--- config.mk ---
export PLATFORM = sky130hd
export DESIGN_NAME = gpio_irq_detect
export DESIGN_NICKNAME = d
export VERILOG_FILES = /design/src/rtl/gpio_irq_pkg.sv /design/src/rtl/irq_trig_ctrl.sv /design/src/rtl/irq_status_path.sv /design/src/rtl/gpio_irq_detect.sv
export SDC_FILE = /design/constraint.sdc
export NUM_CORES = 1
export LEC_CHECK = 0
export BUFFER_PORTS_ARGS = -buffer_cell sky130_fd_sc_hd__buf_2
export CAP_MARGIN = 10
export CORE_UTILIZATION = 48
export CTS_BUF_LIST = sky130_fd_sc_hd__clkbuf_4
export DETAILED_ROUTE_END_ITERATION = 16
export GPL_ROUTABILITY_DRIVEN = 0
export PLACE_DENSITY_LB_ADDON = 0.25
export SLEW_MARGIN = 20
export SYNTH_ARGS = -nofsm -noshare
export SYNTH_HDL_FRONTEND = slang
export SYNTH_SLANG_ARGS = --single-unit
--- constraint.sdc ---
create_clock -name clk -period 6.5 [get_ports clk]
set_input_delay 1.95 -clock clk [delete_from_list [all_inputs] [get_ports clk]]
set_output_delay 1.95 -clock clk [all_outputs]
set_load 0.005 [all_outputs]
--- src/rtl/gpio_irq_pkg.sv ---
package gpio_irq_pkg;

  // Per-pin strobes handed from trigger control to the status datapath.
  typedef struct packed {
    logic isLevel;   // pin runs in a level mode this cycle
    logic levelHit;  // pin sits at its active level
    logic edgeHit;   // qualifying transition seen this cycle
    logic clrHit;    // clear request for a latched edge bit
  } pinStrobe_t;

  typedef enum logic [2:0] {
    TRIG_LEVEL_HIGH = 3'd0,
    TRIG_LEVEL_LOW  = 3'd1,
    TRIG_RISE       = 3'd2,
    TRIG_FALL       = 3'd3,
    TRIG_BOTH       = 3'd4
  } trigMode_t;

  function automatic trigMode_t decodeMode(input logic sense, input logic both,
                                           input logic pol);
    trigMode_t m;
    if (sense)     m = pol ? TRIG_LEVEL_HIGH : TRIG_LEVEL_LOW;
    else if (both) m = TRIG_BOTH;
    else           m = pol ? TRIG_RISE : TRIG_FALL;
    return m;
  endfunction

endpackage

--- src/rtl/irq_trig_ctrl.sv ---
module irq_trig_ctrl
  import gpio_irq_pkg::*;
#(
  parameter int NUM_PINS = 8
) (
  input  logic                               clk,
  input  logic                               rstN,
  input  logic [NUM_PINS-1:0]                pinIn,
  input  logic [NUM_PINS-1:0]                senseLevel,
  input  logic [NUM_PINS-1:0]                bothEdges,
  input  logic [NUM_PINS-1:0]                polarity,
  input  logic [NUM_PINS-1:0]                clearStb,
  output pinStrobe_t [NUM_PINS-1:0]          strobes
);

  logic [NUM_PINS-1:0] prevPin;

  // One-cycle delayed copy of the pins for transition detection.
  always_ff @(posedge clk or negedge rstN) begin
    if (!rstN) prevPin <= '0;
    else       prevPin <= pinIn;
  end

  for (genvar p = 0; p < NUM_PINS; p++) begin : g_pin
    trigMode_t mode;
    logic      roseNow;
    logic      fellNow;

    assign mode    = decodeMode(senseLevel[p], bothEdges[p], polarity[p]);
    assign roseNow = pinIn[p] & ~prevPin[p];
    assign fellNow = ~pinIn[p] & prevPin[p];

    always_comb begin
      strobes[p] = '0;
      unique case (mode)
        TRIG_LEVEL_HIGH: begin
          strobes[p].isLevel  = 1'b1;
          strobes[p].levelHit = pinIn[p];
        end
        TRIG_LEVEL_LOW: begin
          strobes[p].isLevel  = 1'b1;
          strobes[p].levelHit = ~pinIn[p];
        end
        TRIG_RISE: begin
          strobes[p].edgeHit = roseNow;
          strobes[p].clrHit  = clearStb[p];
        end
        TRIG_FALL: begin
          strobes[p].edgeHit = fellNow;
          strobes[p].clrHit  = clearStb[p];
        end
        TRIG_BOTH: begin
          strobes[p].edgeHit = roseNow | fellNow;
          strobes[p].clrHit  = clearStb[p];
        end
        default: strobes[p] = '0;
      endcase
    end
  end

endmodule

--- src/rtl/irq_status_path.sv ---
module irq_status_path
  import gpio_irq_pkg::*;
#(
  parameter int NUM_PINS = 8
) (
  input  logic                      clk,
  input  logic                      rstN,
  input  pinStrobe_t [NUM_PINS-1:0] strobes,
  input  logic [NUM_PINS-1:0]       enable,
  output logic [NUM_PINS-1:0]       rawStatus,
  output logic [NUM_PINS-1:0]       maskedStatus,
  output logic                      irqOut
);

  for (genvar p = 0; p < NUM_PINS; p++) begin : g_stat
    logic nextBit;

    // Level pins track the pin; edge pins latch, and a new event beats a clear.
    always_comb begin
      if (strobes[p].isLevel) nextBit = strobes[p].levelHit;
      else                    nextBit = strobes[p].edgeHit |
                                        (rawStatus[p] & ~strobes[p].clrHit);
    end

    always_ff @(posedge clk or negedge rstN) begin
      if (!rstN) rawStatus[p] <= 1'b0;
      else       rawStatus[p] <= nextBit;
    end
  end

  assign maskedStatus = rawStatus & enable;
  assign irqOut       = |maskedStatus;

endmodule

--- src/rtl/gpio_irq_detect.sv ---
module gpio_irq_detect
  import gpio_irq_pkg::*;
#(
  parameter int NUM_PINS = 8
) (
  input  logic                clk,
  input  logic                rstN,
  input  logic [NUM_PINS-1:0] pinIn,
  input  logic [NUM_PINS-1:0] senseLevel,
  input  logic [NUM_PINS-1:0] bothEdges,
  input  logic [NUM_PINS-1:0] polarity,
  input  logic [NUM_PINS-1:0] enable,
  input  logic [NUM_PINS-1:0] clearStb,
  output logic [NUM_PINS-1:0] rawStatus,
  output logic [NUM_PINS-1:0] maskedStatus,
  output logic                irqOut
);

  pinStrobe_t [NUM_PINS-1:0] strobes;

  irq_trig_ctrl #(.NUM_PINS(NUM_PINS)) u_ctrl (
    .clk        (clk),
    .rstN       (rstN),
    .pinIn      (pinIn),
    .senseLevel (senseLevel),
    .bothEdges  (bothEdges),
    .polarity   (polarity),
    .clearStb   (clearStb),
    .strobes    (strobes)
  );

  irq_status_path #(.NUM_PINS(NUM_PINS)) u_stat (
    .clk          (clk),
    .rstN         (rstN),
    .strobes      (strobes),
    .enable       (enable),
    .rawStatus    (rawStatus),
    .maskedStatus (maskedStatus),
    .irqOut       (irqOut)
  );

endmodule

==> flow_metrics.py <==
metrics = {
    "clock_network": {
        "cts_setup_buffers": 0,
        "cts-buffers-inserted": 3,
        "cts_tree": "built",
        "cts_root_buf": "clkbuf_4",
        "htreeDepth": 1,
        "clk_latency_ns": 0.28,
        "clock_sinks": 16,
        "clkTransAtPathRegs_ns": 0.10,
        "cts_resized": 0,
        "clock_path_buffers": 2,
        "cts_hold_buf": 0,
    },
    "layout": {
        "antenna_cells": 0,
        "instances_no_fill": 221,
        "final_cell_mix": "buf_2 (66), inv_1 (32), ha_1 (16), dfrtp_1 (16)",
        "fillers": 195,
        "final_area_mm2": 0.00152,
        "nets": 260,
        "area_growth_pct": 34.8,
        "drive_gt1_share_pct": 36.8,
        "layout_commonest_cell": "buf_2",
    },
    "route": {
        "ant_nets": 0,
        "dr.first_iter.drc_count": 6,
        "finalWirelength_um": 2420,
        "firstDrtPassIters": 4,
        "vias_per_cell": 4.73,
        "drc": 0,
        "dr_total_vias": 1046,
        "wl_per_cell_um": 10.9,
    },
    "critical_path": {
        "crit_slowest_cell": "or4_1",
        "path_cells": "buf_2 > and2_1 > or4_1 > or4_1 > buf_2",
        "cp_top_family": "simple AND/OR/NAND/NOR gates",
        "worstPathArrival_ns": 3.31,
        "cp-start-kind": "input pin",
        "max_stage_delay_ns": 0.51,
        "worst-path-max-fanout": 2,
        "setup.worst_path.class": "input pin to primary output",
        "endpoint_kind": "primary output",
        "worstPathRequired_ns": 4.55,
        "cp_num_buf_inv": 2,
    },
    "timing": {
        "slew_violations": 0,
        "layout_min_cycle_time_ns": 5.26,
        "setup_viol": 0,
        "hold_ws_ns": 0.704,
        "rsz0062_at_grt": "no",
        "fmax_mhz": 190,
        "finalSetupTns_ns": 0,
        "max_slew.worst_pin.slew_ns": 0.366,
        "fin_crit_sh_pct": 80.9,
        "slew_headroom_pct": 75.6,
        "setup_ws_ns": 1.24,
        "skew_ns": 0.00631,
        "hold_violations": 0,
    },
    "logic_synthesis": {
        "synthSimpleGateAreaFrac_pct": 11.9,
        "postSynthCellCount": 123,
        "yosysWarningCount": 0,
        "syn_area_mm2": 0.00112,
        "synth_top_area_cell": "dfrtp_1",
        "ys_types": 13,
        "ys_seq_area_share_pct": 35.6,
        "netlist.area_leader.share_pct": 35.6,
        "syn_nets": 189,
        "synth_top_family_by_area": "adder cells",
        "yosys.area_share.xor_xnor_pct": 6.23,
        "synth_compound_area_share_pct": 10.7,
        "synthAdderAreaFrac_pct": 17.8,
        "syn_avg_cell_area_um2": 9.14,
        "synthTopCellsByArea": "dfrtp_1 (36%), ha_1 (18%), inv_1 (11%)",
        "synth_mux_area_share_pct": 7.12,
        "ys_ff_latch": 16,
    },
    "min_path": {
        "hold_path.class": "register to register",
    },
    "power_and_ir_drop": {
        "p_per_area_mw_per_mm2": 158,
        "power_leakage_uw": 0.000932,
        "worst_ir_drop_vdd_uv": 139,
    },
    "run_status": {
        "status": "finished, final reports clean",
    },
    "place": {
        "io_buffers": 66,
        "placed_cell_area_mm2": 0.00149,
        "post-dp-hpwl_um": 2070,
        "place_ws_ns": 1.23,
        "dp.cells": 217,
    },
    "global_routing": {
        "grt_first_pass_wirelength_um": 4000,
        "grtUsageTotal_pct": 20.8,
        "grt_remaining_overflow": 0,
        "grt_pass1_vias": 1024,
        "antenna_found_initial": 0,
        "grt_max_degree": 17,
    },
    "die": {
        "io_pins": 67,
        "coreArea_mm2": 0.00221,
        "die_y_um": 50.4,
        "dieArea_mm2": 0.00254,
        "start_util_pct": 50.8,
        "rows": 17,
        "die_w_um": 50.4,
    },
    "job": {
        "max_cap_violations": 0,
    },
}
registers in the layout (all words and copies together), names as in the netlist:
name / flops
u_ctrl.prevPin: 8
u_stat.rawStatus: 8
path summary, 6_finish.rpt:
path,from,endpoint,slack (ns),cells after the start
setup / recovery,enable[4],irqOut,1.24,5
hold / removal,u_stat.rawStatus[7]$_DFF_PN0_,u_stat.rawStatus[7]$_DFF_PN0_,0.70,3
setup reg to reg,u_ctrl.prevPin[1]$_DFF_PN0_,u_stat.rawStatus[1]$_DFF_PN0_,5.34,3
hold reg to reg,u_stat.rawStatus[7]$_DFF_PN0_,u_stat.rawStatus[7]$_DFF_PN0_,0.70,3
max in group asynchronous,rstN,u_stat.rawStatus[2]$_DFF_PN0_,4.67,1
min in group asynchronous,rstN,u_stat.rawStatus[1]$_DFF_PN0_,1.56,1
kinds of logic (layout without fill, tap and decap cells):
group	count (synthesis)	count (layout)
simple gates	27	27
flops	16	16
mux	8	8
xor+xnor	8	8
buf+inv	32	102
compound gates	16	16
fa+ha+maj	16	16
report_power, final:
group          switching, uW  internal (uW)
Sequential              5.95            108
Clock                   31.8           22.2
Combinational           33.1           38.8
Total                   70.8            169
synth_stat cells:
| library cell | instances |
|---|---|
| and2_1 | 7 |
| and2_4 | 1 |
| dfrtp_1 | 16 |
| ha_1 | 16 |
| inv_1 | 32 |
| mux2i_1 | 8 |
| nand2_1 | 8 |
| nor2_1 | 8 |
| o22ai_1 | 8 |
| o31a_1 | 8 |
| or2_2 | 1 |
| or4_1 | 2 |
| xor2_1 | 8 |
final cells by class:
type                       count  area, um^2  share of cell area [%]
timing repair buffer          66         330                    21.8
multi-input combinational     75         604                    39.9
sequential                    16         400                    26.4
inverter                      32         120                    7.92
tap                           28        35.0                    2.31
clock inverter                 1        3.75                   0.248
clock buffer                   3        22.5                    1.49
through the flow:
stage	power, uW	utilization [%]
floorplan	149	-
finish	240	68.6
detailed placement	189	67.4
CTS	244	68.6
global route	259	68.6
global placement	185	67.4
tightest hold or removal path: cells and delay by family, from the launching register on:
kind / cells / cell delay [ns]
AO/OA/AOI/OAI: 2 / 0.25
flip-flops: 1 / 0.38
buffers and inverters: 1 / 0.05
metal layers:
| layer | vias to the layer above | wire length, um | track usage [%] |
|---|---|---|---|
| li1 | 535 | - | - |
| met3 | 2 | 161 | 4.24 |
| met5 | - | 0 | 0 |
| met2 | 39 | 1260 | 40.4 |
| met4 | 0 | 10 | 4.17 |
| met1 | 470 | 989 | 22.9 |
Power figures use the tool's default switching activity.
